$ cat config.mk
export PLATFORM = sky130hd
export DESIGN_NAME = hp_slot_ctrl
export DESIGN_NICKNAME = d
export VERILOG_FILES = /design/src/rtl/hp_slot_pkg.sv /design/src/rtl/hp_slot_fsm.sv /design/src/rtl/hp_slot_regs.sv /design/src/rtl/hp_slot_notify.sv /design/src/rtl/hp_slot_ctrl.sv
export SDC_FILE = /design/constraint.sdc
export NUM_CORES = 1
export LEC_CHECK = 0
export ABC_AREA = 1
export BUFFER_PORTS_ARGS = -buffer_cell sky130_fd_sc_hd__buf_2
export CORE_MARGIN = 3
export CORE_UTILIZATION = 46
export CTS_BUF_LIST = sky130_fd_sc_hd__clkbuf_4 sky130_fd_sc_hd__clkbuf_8
export DETAILED_ROUTE_END_ITERATION = 12
export PLACE_DENSITY = 0.81
export REMOVE_ABC_BUFFERS = 1
export SYNTH_ARGS = -nofsm -noshare
export SYNTH_HDL_FRONTEND = slang
export SYNTH_SLANG_ARGS = --single-unit
export TNS_END_PERCENT = 10
$ cat constraint.sdc
create_clock -name clk -period 1.28 [get_ports clk]
set_input_delay 0.064 -clock clk [delete_from_list [all_inputs] [get_ports clk]]
set_output_delay 0.064 -clock clk [all_outputs]
set_load 0.1 [all_outputs]
$ cat src/rtl/hp_slot_pkg.sv
package hp_slot_pkg;
    localparam int REG_W  = 16;
    localparam int BYTES  = REG_W / 8;

    // event bits share a position in both words; the pending level ANDs them
    localparam int B_ABP  = 0;
    localparam int B_PDC  = 3;
    localparam int B_CC   = 4;
    localparam int B_HPIE = 5;
    localparam int B_AIND = 6;
    localparam int B_PIND = 8;
    localparam int B_ILK  = 11;
    localparam int B_PDS  = 6;
    localparam int B_LOCK = 7;

    localparam logic [1:0] IND_OFF = 2'b11;

    localparam logic [REG_W-1:0] EVT_MASK =
        (REG_W'(1) << B_ABP) | (REG_W'(1) << B_PDC) | (REG_W'(1) << B_CC);
    localparam logic [REG_W-1:0] CTRL_RW =
        EVT_MASK | (REG_W'(1) << B_HPIE) |
        (REG_W'(3) << B_AIND) | (REG_W'(3) << B_PIND);
    localparam logic [REG_W-1:0] CTRL_RST =
        (REG_W'(IND_OFF) << B_AIND) | (REG_W'(IND_OFF) << B_PIND);

    typedef enum logic [1:0] {
        ST_EMPTY         = 2'b00,
        ST_FILLED        = 2'b01,
        ST_EMPTY_LOCKED  = 2'b10,
        ST_FILLED_LOCKED = 2'b11
    } slot_st_e;

    typedef enum logic {
        NF_QUIET  = 1'b0,
        NF_RAISED = 1'b1
    } nf_st_e;
endpackage

$ cat src/rtl/hp_slot_fsm.sv
module hp_slot_fsm
    import hp_slot_pkg::*;
(
    input  logic clk,
    input  logic rst_n,
    input  logic ins_req,
    input  logic rem_req,
    input  logic cold_flag,
    input  logic lock_toggle,
    output logic present,
    output logic locked,
    output logic pdc_evt,
    output logic busy
);
    slot_st_e state_q, state_d;
    logic hot_ins, cold_ins, rem_only;
    logic pres_n, lock_n, refuse;

    assign hot_ins  = ins_req & ~cold_flag;
    assign cold_ins = ins_req & cold_flag;
    assign rem_only = rem_req & ~ins_req;   // insertion wins a tie

    always_comb begin
        pres_n  = 1'b0;
        lock_n  = 1'b0;
        refuse  = 1'b0;
        pdc_evt = 1'b0;
        unique case (state_q)
            ST_EMPTY: begin
                pres_n  = ins_req;
                lock_n  = lock_toggle;
                pdc_evt = hot_ins | rem_only;
            end
            ST_FILLED: begin
                pres_n  = ~rem_only;
                lock_n  = lock_toggle;
                pdc_evt = hot_ins | rem_only;
            end
            ST_EMPTY_LOCKED: begin
                pres_n  = cold_ins;
                lock_n  = ~lock_toggle;
                refuse  = hot_ins | rem_only;
            end
            ST_FILLED_LOCKED: begin
                pres_n  = 1'b1;
                lock_n  = ~lock_toggle;
                refuse  = hot_ins | rem_only;
            end
        endcase
        state_d = slot_st_e'({lock_n, pres_n});
    end

    always_ff @(posedge clk or negedge rst_n) begin
        if (!rst_n) state_q <= ST_EMPTY;
        else        state_q <= state_d;
    end

    always_ff @(posedge clk or negedge rst_n) begin
        if (!rst_n) busy <= 1'b0;
        else        busy <= refuse;
    end

    always_comb begin
        present = (state_q == ST_FILLED) || (state_q == ST_FILLED_LOCKED);
        locked  = (state_q == ST_EMPTY_LOCKED) || (state_q == ST_FILLED_LOCKED);
    end

    p_toggle_flips_r5: assert property (@(posedge clk) disable iff (!rst_n)
        lock_toggle |=> (locked != $past(locked)));
    p_busy_holds_slot_r8: assert property (@(posedge clk) disable iff (!rst_n)
        busy |-> $stable(present));
endmodule

$ cat src/rtl/hp_slot_regs.sv
module hp_slot_regs
    import hp_slot_pkg::*;
(
    input  logic             clk,
    input  logic             rst_n,
    input  logic             wr_en,
    input  logic             wr_sel,
    input  logic [BYTES-1:0] wr_be,
    input  logic [REG_W-1:0] wr_data,
    input  logic             btn_press,
    input  logic             pdc_evt,
    input  logic             present,
    input  logic             locked,
    output logic [REG_W-1:0] ctrl_word,
    output logic [REG_W-1:0] stat_word,
    output logic             lock_toggle
);
    logic [REG_W-1:0] be_bits, ctrl_q, evt_q, evt_set, evt_clr;
    logic cmd, stat_wr;

    for (genvar gb = 0; gb < BYTES; gb++) begin : g_be
        assign be_bits[gb*8 +: 8] = {8{wr_be[gb]}};
    end

    assign cmd         = wr_en & ~wr_sel & (|wr_be);
    assign stat_wr     = wr_en & wr_sel;
    assign lock_toggle = cmd & be_bits[B_ILK] & wr_data[B_ILK];

    always_comb begin
        evt_set         = '0;
        evt_set[B_CC]   = cmd;
        evt_set[B_PDC]  = pdc_evt;
        evt_set[B_ABP]  = btn_press;
        evt_clr = stat_wr ? (wr_data & be_bits & EVT_MASK) : '0;
    end

    always_ff @(posedge clk or negedge rst_n) begin
        if (!rst_n)   ctrl_q <= CTRL_RST;
        else if (cmd) ctrl_q <= (ctrl_q & ~(be_bits & CTRL_RW)) |
                                (wr_data & be_bits & CTRL_RW);
    end

    // a new event outranks a clear landing in the same cycle
    always_ff @(posedge clk or negedge rst_n) begin
        if (!rst_n) evt_q <= '0;
        else        evt_q <= (evt_q & ~evt_clr) | evt_set;
    end

    assign ctrl_word = ctrl_q;
    assign stat_word = evt_q | (REG_W'(present) << B_PDS) |
                       (REG_W'(locked) << B_LOCK);

    p_cmd_done_r3: assert property (@(posedge clk) disable iff (!rst_n)
        cmd |=> stat_word[B_CC]);
    p_pdc_latched_r6: assert property (@(posedge clk) disable iff (!rst_n)
        pdc_evt |=> stat_word[B_PDC]);
    p_btn_latched_r9: assert property (@(posedge clk) disable iff (!rst_n)
        btn_press |=> stat_word[B_ABP]);
endmodule

$ cat src/rtl/hp_slot_notify.sv
module hp_slot_notify
    import hp_slot_pkg::*;
#(
    parameter int VEC_W = 5
) (
    input  logic             clk,
    input  logic             rst_n,
    input  logic             hpie,
    input  logic [REG_W-1:0] evt_en,
    input  logic [REG_W-1:0] evt_stat,
    input  logic             msix_en,
    input  logic             msi_en,
    input  logic [VEC_W-1:0] irq_vec,
    output logic             msg_req,
    output logic             msg_msix,
    output logic [VEC_W-1:0] msg_vec,
    output logic             intx
);
    nf_st_e nf_q, nf_d;
    logic   pend, msg_mode, rise;

    assign pend     = hpie & (|(evt_stat & evt_en));
    assign msg_mode = msix_en | msi_en;
    assign nf_d     = pend ? NF_RAISED : NF_QUIET;

    always_comb begin
        rise = 1'b0;
        unique case (nf_q)
            NF_QUIET:  rise = (nf_d == NF_RAISED);
            NF_RAISED: rise = 1'b0;
        endcase
    end

    always_ff @(posedge clk or negedge rst_n) begin
        if (!rst_n) nf_q <= NF_QUIET;
        else        nf_q <= nf_d;
    end

    always_ff @(posedge clk or negedge rst_n) begin
        if (!rst_n) begin
            msg_req  <= 1'b0;
            msg_msix <= 1'b0;
            msg_vec  <= '0;
            intx     <= 1'b0;
        end else begin
            msg_req <= rise & msg_mode;
            intx    <= pend & ~msg_mode;
            if (rise & msg_mode) begin
                msg_msix <= msix_en;
                msg_vec  <= irq_vec;
            end
        end
    end

    p_msg_single_r11: assert property (@(posedge clk) disable iff (!rst_n)
        msg_req |=> !msg_req);
    p_intx_level_r10: assert property (@(posedge clk) disable iff (!rst_n)
        (!msg_mode && $past(!msg_mode)) |-> (intx == $past(pend)));
endmodule

$ cat src/rtl/hp_slot_ctrl.sv
module hp_slot_ctrl
    import hp_slot_pkg::*;
#(
    parameter int VEC_W = 5
) (
    input  logic             clk,
    input  logic             rst_n,
    input  logic             wr_en,
    input  logic             wr_sel,
    input  logic [BYTES-1:0] wr_be,
    input  logic [REG_W-1:0] wr_data,
    input  logic             rd_sel,
    output logic [REG_W-1:0] rd_data,
    input  logic             ins_req,
    input  logic             rem_req,
    input  logic             cold_flag,
    input  logic             btn_press,
    input  logic             msix_en,
    input  logic             msi_en,
    input  logic [VEC_W-1:0] irq_vec,
    output logic             hp_busy,
    output logic             msg_req,
    output logic             msg_msix,
    output logic [VEC_W-1:0] msg_vec,
    output logic             intx
);
    logic [REG_W-1:0] ctrl_word, stat_word;
    logic present, locked, pdc_evt, lock_toggle;

    hp_slot_fsm u_fsm (
        .clk         (clk),
        .rst_n       (rst_n),
        .ins_req     (ins_req),
        .rem_req     (rem_req),
        .cold_flag   (cold_flag),
        .lock_toggle (lock_toggle),
        .present     (present),
        .locked      (locked),
        .pdc_evt     (pdc_evt),
        .busy        (hp_busy)
    );

    hp_slot_regs u_regs (
        .clk         (clk),
        .rst_n       (rst_n),
        .wr_en       (wr_en),
        .wr_sel      (wr_sel),
        .wr_be       (wr_be),
        .wr_data     (wr_data),
        .btn_press   (btn_press),
        .pdc_evt     (pdc_evt),
        .present     (present),
        .locked      (locked),
        .ctrl_word   (ctrl_word),
        .stat_word   (stat_word),
        .lock_toggle (lock_toggle)
    );

    hp_slot_notify #(.VEC_W(VEC_W)) u_notify (
        .clk      (clk),
        .rst_n    (rst_n),
        .hpie     (ctrl_word[B_HPIE]),
        .evt_en   (ctrl_word & EVT_MASK),
        .evt_stat (stat_word & EVT_MASK),
        .msix_en  (msix_en),
        .msi_en   (msi_en),
        .irq_vec  (irq_vec),
        .msg_req  (msg_req),
        .msg_msix (msg_msix),
        .msg_vec  (msg_vec),
        .intx     (intx)
    );

    assign rd_data = rd_sel ? stat_word : ctrl_word;

    p_reset_quiet_r1: assert property (@(posedge clk) disable iff (!rst_n)
        $rose(rst_n) |-> (!hp_busy && !msg_req && !intx));
endmodule

== Word level (Yosys, flattened, before mapping) ==
Index checks and enable logic that the tools add are counted.
Word-level totals
  register bits: 44
  RAM bits: 0
  bits in read-only memories: 0
  word-level logic and storage cells: 57
  output and inout port bits: 25
  latch bits: 0
  input port bits: 34
  memories: 0
Operators by class
  mux-type cells: 8
  eq/ne operators: 3
  order comparisons: 0
  add/sub/neg operators: 0
  bitwise logic cells: 30
  reduce and logical (&&, ||, !) cells: 7
  divide/modulo/power cells: 0
  multipliers: 0
  shift-type cells: 0
Operators with widths (count)
  16-bit bitwise AND: 2
  16-bit two-way mux: 1
  10-bit inverter with 16-bit output: 1
  16-bit inverter: 1
  16-bit by 10-bit bitwise OR with 16-bit output: 1
  16-bit by 5-bit bitwise OR with 16-bit output: 1
  16-bit by 7-bit bitwise OR with 16-bit output: 1
  16-bit by 8-bit bitwise OR with 16-bit output: 1
  16-bit OR reduction: 1
  1-bit bitwise AND: 11
  10-bit bitwise AND: 1
  1-bit inverter: 7
  2-bit OR reduction: 3
  5-bit bitwise AND: 1
  5-bit two-way mux: 1
  2-bit == test, second input constant: 2
  1-bit case mux with 2 select lines: 2
  1-bit case mux with 4 select lines: 1
  1-bit two-way mux: 3
  2-bit by 1-bit == test with 1-bit output, second input constant: 1
  2-bit zero test: 1
  1-bit logical OR: 2
  1-bit bitwise OR: 2

== Logic depth before layout (Yosys ltp) ==
Gate-level depths: netlist (run 1).
  depth in word-level cells: 10
  mapped depth: 5
  mapped depth without buffers: 5

== Hierarchy ==
From an unflattened synthesis (run 1), not the netlist that was laid out.
Second synthesis, totals
  cell total of the unflattened synthesis: 220
  area, all modules: 1559.0 µm²
By module, submodules not included
  hp_slot_regs: cells an instance 78, times used 1, area each 636.9 µm²
  hp_slot_notify: cells an instance 70, times used 1, area each 530.5 µm²
  hp_slot_ctrl: cells an instance 53, times used 1, area each 247.7 µm²
  hp_slot_fsm: cells an instance 19, times used 1, area each 143.9 µm²

== Worst setup path before layout (run 1) ==
Ideal clock, no wire load.
  path kind: register -> output
  start: register (tool-made name)
  end: output rd_data[6]
  arrival: 2.647 ns
  buffers on the path: 0
  data required time: 1.216 ns
  path slack: -1.431 ns
  stages on the path, launching flop included: 3
  cells stage by stage: dfstp_2 inv_1 o21ai_0
RTL lines
  to (decl): RTL line hp_slot_ctrl.sv:13  | output logic [REG_W-1:0] rd_data,

==> results.cfg, run 1 <==
[final_layout]
antennaDiodeCount = 0
final_area_um2 = 1600
nNetsFinal = 213
fillers = 169
area_growth_pct = 42.3
fin_util_pct = 70.8
layout-drive-gt1-share_pct = 39.9

[yosys]
synth-seq-cells = 23
yosys-top-cells-count = 26 x nand2_1, 19 x dfrtp_1, 13 x inv_1, 10 x nor2_1
synth_top_area_share_pct = 42.4
syn_avg_cell_area_um2 = 9.35
synth.area.top_cells = dfrtp_1 42%, dfstp_2 9.4%, nand2_1 8.7%, buf_4 6.0%, inv_1 4.3%
ys_dominant_reg_cell = dfrtp_1
synth_area_um2 = 1120
yosysSeqAreaShare_pct = 51.7
synthArstFlopShare_pct = 100
synth-edff-count = 0
synth_top_area_cell = dfrtp_1
ys_types = 21
synthCells = 120
ys_warn_count = 0
synth.most_common_cell = nand2_1

[grt]
grt_antenna_before_repair = 0
grt_max_degree = 24
grt_pass1_wl_um = 4200
grt_pass1_vias = 966
grt-ovfl-total = 0
grtUsageTotal_pct = 16.6

[status]
status = complete, but fails checks
violations = setup timing

[worst_setup_path]
critPathTopFamily = flip-flops
reg2regPathDepth = 4
start_kind = register
worstPathMaxFanout = 2
crit_type = reg2out
arrival_ps = 1260
required_ps = 1220
critPathBufInv = 2
reg2reg_from = u_notify.nf_q$_DFF_PN0_
max_stage_delay_ps = 540
rr_endpoint = u_notify.msg_vec[0]$_DFFE_PN0P_
r2r_slack_ps = 290
path_cells = inv_1 > o21ai_2 > buf_12
slowest_stage = dfstp_2
endpoint_kind = primary output

[worst_hold_path]
hold_depth = 3
min_from = wr_data[0]
hold_path_class = in2reg

[pwr]
p_total_w = 0.00344
p_int_w = 0.00149
switchingPower_w = 0.00195
swShare_pct = 56.7
clkPwrFrac_pct = 9.6
power_leakage_nw = 0.834
p_per_area_nw_per_um2 = 2150
max-vdd-ir-drop_mv = 1.88
power_frac_comb_pct = 60.2
seqPwrFrac_pct = 30.2

[timing]
hold_violations = 0
finClkSkew_ps = 4.01
hold-worst-slack_ps = 12.2
setup_viol = 4
slew_viol_final = 0
worst_pin_slew_ps = 501
post-route-min-period_ps = 1330
slew_headroom_pct = 66.6
grt_setup_unrepaired = true
fin_crit_sh_pct = 104
fmax_mhz = 753
fin_ws_ps = -47.4

[clock_network]
clock_sinks = 23
cts_root_buf = clkbuf_4
cts_buffer_depth = 2
tritoncts = built
clk_pin_slew_ps = 130
cts_buffers = 3
htreeDepth = 1
worstSkewPairLatency_ps = 300

[place]
dpl_cell_area_um2 = 1400
routabilityCongestion = 0.818
hpwlAfterDp_um = 1840
dp_worst_setup_slack_ps = 141
io_buffers = 43

[die]
top_level_ports = 59
start_util_pct = 49.8
rows = 17
coreArea_um2 = 2250
die_area_um2 = 3070
dieHeight_um = 55.4
dieWidth_um = 55.4

[drt]
wl_per_cell_um = 12.2
ant_nets = 0
via_per_inst = 4.84
drt-total-wl_um = 2510
firstDrtPassIters = 5
drcViolationCount = 0
vias = 997
drt-initial-drc-count = 15

[job]
maxCapViolCount = 0
[stage by stage]
step                setup TNS (ps)  cells
detailed placement               0    188
global placement                 0    188
CTS                           -174    205
floorplan                    -3990    116
global route                  -391    206
finish                        -121    206
[cell families (layout without fill, tap and decap cells)]
| logic type | Yosys count | after routing | synth area share, % |
|---|---|---|---|
| AND/OR/NAND/NOR | 50 | 50 | 22.3 |
| buffers and inverters | 24 | 75 | 11.8 |
| flip-flops | 23 | 23 | 51.7 |
| AO/OA/AOI/OAI | 18 | 18 | 10.0 |
| multiplexers | 3 | 3 | 3.01 |
| other | 1 | 8 | 0.334 |
| XOR/XNOR | 1 | 1 | 0.781 |
[tightest hold or removal path, delay by kind of cell]
kind / cells / cell delay (ps)
AOI/OAI and AO/OA: 1 / 60
buffers and inverters: 2 / 160
[how the worst max path moves through the flow]
stage	to	slack, ps	cells after the start
after global placement	rd_data[6]	160	3
after detailed placement	rd_data[6]	140	3
after global routing	rd_data[7]	-100	3
after floorplan	rd_data[6]	-1430	2
final	rd_data[6]	-50	3
after CTS	rd_data[7]	-70	3
[area by class of cell]
cell class                      count  area [um^2]  area share, %
Clock buffer                        3         22.5           1.41
Clock inverter                      1         5.00          0.313
Inverter                           13         48.8           3.06
Multi-Input combinational cell     80          450           28.2
Sequential cell                    23          581           36.4
Tap cell                           28         35.0           2.19
Timing Repair Buffer               58          454           28.4
[power groups by stage]
stage / clock network [W] / registers [W] / logic [W]
3_5_place_dp: 0 / 0.00105 / 0.00199
5_1_grt: 0.000370 / 0.00106 / 0.00215
6_report: 0.000331 / 0.00104 / 0.00207
4_1_cts: 0.000345 / 0.00104 / 0.00206
3_3_place_gp: 0 / 0.00104 / 0.00196
2_1_floorplan: 0 / 0.00186 / 0.000768
[routing by layer]
layer	global-route usage (%)	share of wire [%]
met5	0	0
met1	18.3	39
met4	3.13	0.40
met3	3.74	7.6
met2	32.1	53
[cell usage in the layout (no fill, tap or decap), drive strengths merged, types with 3 or more instances in the layout]
cell          n
buf          45
nand2        26
dfrtp        19
inv          13
dlygate4sd3  13
o21ai        13
nor2         11
conb          8
nand4         7
a21oi         5
nand3         5
dfstp         4
mux2          3
clkbuf        3
[timing repair]
action / in CTS / in global routing
buffers inserted: 0 / 1
hold buffers: 13 / 0
setup endpoints to repair: 7 / 7
pin swaps: 1 / 0
hold endpoints to repair: 30 / 0
resized for setup: 12 / 0
No activity file was read; power rests on OpenSTA's default activity.
==> inputs of run 2 (changes only) <==
--- a/config.mk
+++ b/config.mk
@@ -5,14 +5,14 @@
 export SDC_FILE = /design/constraint.sdc
 export NUM_CORES = 1
 export LEC_CHECK = 0
-export ABC_AREA = 1
 export BUFFER_PORTS_ARGS = -buffer_cell sky130_fd_sc_hd__buf_2
 export CORE_MARGIN = 3
-export CORE_UTILIZATION = 46
+export CORE_UTILIZATION = 41
 export CTS_BUF_LIST = sky130_fd_sc_hd__clkbuf_4 sky130_fd_sc_hd__clkbuf_8
 export DETAILED_ROUTE_END_ITERATION = 12
-export PLACE_DENSITY = 0.81
+export PLACE_DENSITY = 0.78
 export REMOVE_ABC_BUFFERS = 1
+export SKIP_LAST_GASP = 1
 export SYNTH_ARGS = -nofsm -noshare
 export SYNTH_HDL_FRONTEND = slang
 export SYNTH_SLANG_ARGS = --single-unit
==> constraint.sdc (replaced) <==
create_clock -name clk -period 1.2 [get_ports clk]
set_input_delay 0.06 -clock clk [delete_from_list [all_inputs] [get_ports clk]]
set_output_delay 0.06 -clock clk [all_outputs]
set_load 0.1 [all_outputs]
==> run 2 against run 1 <==
Effect of this change:
- the flow still finishes with violations (setup timing)
- sequential power rose by 11%
- total power rose by 11%
- critical path depth rose by 2
- register-to-register slack got worse by 560 ps
- largest cell class unchanged
==> results.cfg, run 2 <==
[status]
status = complete, but fails checks
violations = setup timing

[timing]
hold-worst-slack_ps = 19.1
post-route-min-period_ps = 1470
finClkSkew_ps = 2.59
fmax_mhz = 680
fin_crit_sh_pct = 123
grt_setup_unrepaired = true
hold_violations = 0
setup_viol = 16
fin_ws_ps = -270
slew_viol_final = 0

[die]
top_level_ports = 59
dieWidth_um = 56.9
die_area_um2 = 3230
rows = 17
start_util_pct = 45.3
coreArea_um2 = 2340
dieHeight_um = 56.9

[final_layout]
nNetsFinal = 182
final_common_cell = buf_2
fin_util_pct = 67.1
area_growth_pct = 47.9
layout_common_cells = 38 x buf_2, 19 x mux2_2, 19 x dfrtp_1, 13 x dlygate4sd3_1, 8 x conb_1
antennaDiodeCount = 0
fillers = 178
layout-drive-gt1-share_pct = 54.4

[yosys]
yosysSeqAreaShare_pct = 54.7
ys_warn_count = 0
synthArstFlopShare_pct = 100
synth-edff-count = 0
synth_area_um2 = 1060
ys_dominant_reg_cell = dfrtp_1
synth_top_area_cell = dfrtp_1
yosys-top-cells-count = 19 x dfrtp_1, 19 x mux2_2, 8 x buf_4, 4 x dfstp_2, 4 x nor2b_1
synth.area.top_cells = dfrtp_1 45%, mux2_2 20%, dfstp_2 9.9%, buf_4 5.7%, nor2b_1 2.4%
synth-seq-cells = 23
ys_types = 24
synth_top_area_share_pct = 44.8
syn_avg_cell_area_um2 = 12.9
synthCells = 82

[worst_setup_path]
endpoint_kind = register
start_kind = register
worstPathMaxFanout = 7
arrival_ps = 1660
critPathBufInv = 2
critPathTopFamily = flip-flops
crit_type = reg2reg
path_cells = a222oi_1 > buf_4 > nor4b_4 > buf_6 > mux2_2
required_ps = 1390
max_stage_delay_ps = 380
slowest_stage = dfrtp_1

[clock_network]
cts_root_buf = clkbuf_4
worstSkewPairLatency_ps = 290
clk_pin_slew_ps = 110
tritoncts = built
cts_buffer_depth = 2
htreeDepth = 1
cts_buffers = 3
clock_sinks = 23

[grt]
grt-ovfl-total = 0
grt_max_degree = 24
grt_antenna_before_repair = 0
grtUsageTotal_pct = 14.4
grt_pass1_vias = 817
grt_pass1_wl_um = 3670

[drt]
drt-initial-drc-count = 15
vias = 830
ant_nets = 0
wl_per_cell_um = 13.2
drcViolationCount = 0
firstDrtPassIters = 4
via_per_inst = 4.74
drt-total-wl_um = 2310

[place]
io_buffers = 43
routabilityCongestion = 0.796
hpwlAfterDp_um = 1720
dp_worst_setup_slack_ps = -287

[job]
maxCapViolCount = 0

[pwr]
p_per_area_nw_per_um2 = 2440
power_leakage_nw = 0.741
max-vdd-ir-drop_mv = 1.92

[worst_hold_path]
hold_path_class = in2reg
==> run 2: cell types whose count changed after synthesis, sizes merged, moves of 3 or more <==
cell,change
buf,-3
a21oi,-3
o21ai,-11
nor2,-8
inv,-13
nand4,-5
mux2,+16
nand3,-4
nand2,-23
nor2b,+4
==> run 2: cells by family (layout without fill, tap and decap cells) <==
group / Yosys count / after routing / synth area share (%)
DFF: 23 / 23 / 54.7
and+or+nand+nor: 21 / 21 / 13.3
muxes: 19 / 19 / 20.2
buffers and inverters: 10 / 68 / 6.37
AOI/OAI and AO/OA: 7 / 7 / 4.25
other: 1 / 8 / 0.353
xor gates and xnor gates: 1 / 1 / 0.826
==> run 2: worst paths after layout <==
kind,from,end,slack (ps),cells after the start
worst min-delay path,msix_en,u_notify.msg_msix$_DFFE_PN0P_,20,2
worst min register to register,u_notify.msg_vec[4]$_DFFE_PN0P_,u_notify.msg_vec[4]$_DFFE_PN0P_,520,1
worst max register to register,u_regs.evt_q[3]$_DFF_PN0_,u_notify.msg_vec[2]$_DFFE_PN0P_,-270,5
min in group asynchronous,rst_n,u_notify.msg_vec[4]$_DFFE_PN0P_,250,2
worst max-delay path,u_regs.evt_q[3]$_DFF_PN0_,u_notify.msg_vec[2]$_DFFE_PN0P_,-270,5
max in group asynchronous,rst_n,async pin,600,2
==> run 2: cell type report <==
| class | count | area [um^2] | area share (%) |
|---|---|---|---|
| sequential | 23 | 581 | 37.0 |
| tap | 28 | 35.0 | 2.23 |
| clock buffer | 4 | 30.0 | 1.91 |
| multi-input combinational | 56 | 439 | 28.0 |
| timing repair buffer | 64 | 484 | 30.9 |
==> run 2: repair_timing <==
item                                    in CTS  in global routing
cloned                                       0                  0
gates resized for setup                      0                  1
endpoints found under the setup margin      17                 17
hold buffers                                12                  1
hold endpoints to repair                    30                  1
setup buffers                                1                  0
==> run 2: where the power goes <==
group          internal (W)  leakage, nW  total [W]  switching [W]
Sequential          0.00102        0.265    0.00115       0.000133
Clock              0.000152       0.0184   0.000350       0.000198
Combinational      0.000589        0.458    0.00232        0.00173
Total               0.00176        0.741    0.00382        0.00206
==> run 2: through the flow <==
step           TNS (ps)  cells  instance area, um^2  total power (W)
2_1_floorplan     -3550     79                 1020          0.00291
3_3_place_gp      -1570    157                 1400          0.00340
3_5_place_dp      -1880    157                 1400          0.00344
4_1_cts           -3200    174                 1560          0.00384
5_1_grt           -4230    175                 1570          0.00398
6_report          -2860    175                 1570          0.00382
==> run 2: metal layers <==
metal  GRT usage [%]  wire length (um)
met1            18.0               935
met2            25.7              1210
met3            2.07               138
met4            3.97                22
met5               0                 0
==> inputs of run 3 (changes only) <==
--- a/config.mk
+++ b/config.mk
@@ -7,10 +7,10 @@
 export LEC_CHECK = 0
 export BUFFER_PORTS_ARGS = -buffer_cell sky130_fd_sc_hd__buf_2
 export CORE_MARGIN = 3
-export CORE_UTILIZATION = 41
+export CORE_UTILIZATION = 48
 export CTS_BUF_LIST = sky130_fd_sc_hd__clkbuf_4 sky130_fd_sc_hd__clkbuf_8
 export DETAILED_ROUTE_END_ITERATION = 12
-export PLACE_DENSITY = 0.78
+export PLACE_DENSITY = 0.86
 export REMOVE_ABC_BUFFERS = 1
 export SKIP_LAST_GASP = 1
 export SYNTH_ARGS = -nofsm -noshare
==> constraint.sdc (replaced) <==
create_clock -name clk -period 1.8 [get_ports clk]
set_input_delay 0.09 -clock clk [delete_from_list [all_inputs] [get_ports clk]]
set_output_delay 0.09 -clock clk [all_outputs]
set_load 0.1 [all_outputs]
==> run 3 against run 2 <==
Effect of this change:
- the run now ends clean
- clock skew is 1.4 ps lower
- clock-buffer cell count stayed put
- critical path type unchanged
- critical endpoint is now u_notify.msg_vec[3]$_DFFE_PN0P_
- final area decreased by 13%
- wire length down 1.2%
- global-route usage increased by 2.6 points
==> results.cfg, run 3 (synthesized netlist as in run 2, its figures left out) <==
[drt]
via_per_inst = 4.84
vias = 774
drt-total-wl_um = 2280
drcViolationCount = 0
ant_nets = 0
firstDrtPassIters = 4
wl_per_cell_um = 14.2
drt-initial-drc-count = 20

[timing]
hold-worst-slack_ps = 10.8
grt_setup_unrepaired = false
post-route-min-period_ps = 1630
slew_viol_final = 0
fmax_mhz = 614
setup_viol = 0
finClkSkew_ps = 1.18
slew_headroom_pct = 59.6
hold_violations = 0
worst_pin_slew_ps = 606
fin_crit_sh_pct = 90.5

[final_layout]
area_growth_pct = 29.0
final_common_cell = buf_2
antennaDiodeCount = 0
nNetsFinal = 168
fin_util_pct = 67.7
fillers = 156
layout_common_cells = 43 x buf_2, 19 x mux2_2, 19 x dfrtp_1, 8 x conb_1, 7 x dlygate4sd3_1
layout-drive-gt1-share_pct = 54.1

[worst_setup_path]
rr_endpoint = u_notify.msg_vec[3]$_DFFE_PN0P_
crit_type = reg2reg
r2r_slack_ps = 170
reg2regPathDepth = 3
start_kind = register
reg2reg_from = u_regs.evt_q[4]$_DFF_PN0_
crit_path_end = u_notify.msg_vec[3]$_DFFE_PN0P_
endpoint_kind = register
arrival_ps = 1830
required_ps = 2000
worstPathMaxFanout = 7
crit_start = u_regs.evt_q[4]$_DFF_PN0_

[clock_network]
worstSkewPairLatency_ps = 300
cts_root_buf = clkbuf_4
hold_buffers = 3
htreeDepth = 1
clk_pin_slew_ps = 120
clock_sinks = 23
cts_buffer_depth = 2
cts_buffers = 3
tritoncts = built
cts_resized = 0
cts_setup_buffers = 0

[die]
rows = 16
dieWidth_um = 53.0
dieHeight_um = 53.0
coreArea_um2 = 2020
die_area_um2 = 2810
top_level_ports = 59
start_util_pct = 52.5

[place]
hpwlAfterDp_um = 1750
io_buffers = 43
routabilityCongestion = 0.706

[status]
status = complete, no violations

[grt]
grt_antenna_before_repair = 0
grt-ovfl-total = 0
grt_pass1_wl_um = 3420
grt_pass1_vias = 707
grtUsageTotal_pct = 17.0
grt_max_degree = 24

[pwr]
max-vdd-ir-drop_mv = 1.36
p_per_area_nw_per_um2 = 1760
power_leakage_nw = 0.654

[worst_hold_path]
hold_path_class = in2reg

[job]
maxCapViolCount = 0
==> run 3: critical path, stage by stage (launching register included) <==
cell and delay [ps]:
dfrtp_1 440, a222oi_1 610, nor4b_4 170, mux2_2 310
==> run 3: final cells by class <==
cell class              count  area [um^2]  share of cell area [%]
flip-flops and latches     23          581                    42.4
well taps                  27         33.8                    2.47
repair buffers             50          285                    20.8
clock buffers               4         30.0                    2.19
multi-input cells          56          439                    32.1
==> run 3: worst min-delay path by stage <==
stage               cells after the start                         endpoint  slack [ps]        from
finish                                  2  u_notify.msg_vec[2]$_DFFE_PN0P_          10  irq_vec[2]
global route                            2                         register           6  wr_data[5]
CTS                                     2                         register           2  wr_data[8]
detailed placement                      1       u_fsm.state_q[0]$_DFF_PN0_          90       rst_n
global placement                        1       u_fsm.state_q[0]$_DFF_PN0_          80       rst_n
floorplan                               0                        async pin        -210       rst_n
==> run 3: routing by layer <==
| metal | wire [um] | share of wire [%] | up-vias | global-route usage, % |
|---|---|---|---|---|
| met5 | 0 | 0 | - | 0 |
| met4 | 63 | 2.8 | 0 | 11.1 |
| met3 | 104 | 4.6 | 6 | 3.10 |
| met2 | 1270 | 56 | 23 | 29.8 |
| met1 | 846 | 37 | 371 | 18.6 |
| li1 | - | - | 374 | - |
==> run 3: report_power, final <==
group | total (W) | switching, W | leakage (nW) | internal, W
Clock | 0.000247 | 0.000145 | 0.0184 | 0.000102
Combinational | 0.00139 | 0.00112 | 0.371 | 0.000268
Sequential | 0.000775 | 0.0000958 | 0.265 | 0.000679
==> run 3: per-stage QoR <==
step	cells	TNS, ps	worst slack (ps)	instance area (um^2)	total power [W]
finish	160	0	172	1370	0.00241
global route	160	0	91.6	1370	0.00250
CTS	156	0	176	1330	0.00242
detailed placement	149	0	190	1270	0.00217
global placement	149	0	279	1270	0.00213
floorplan	79	-295	-147	1020	0.00194
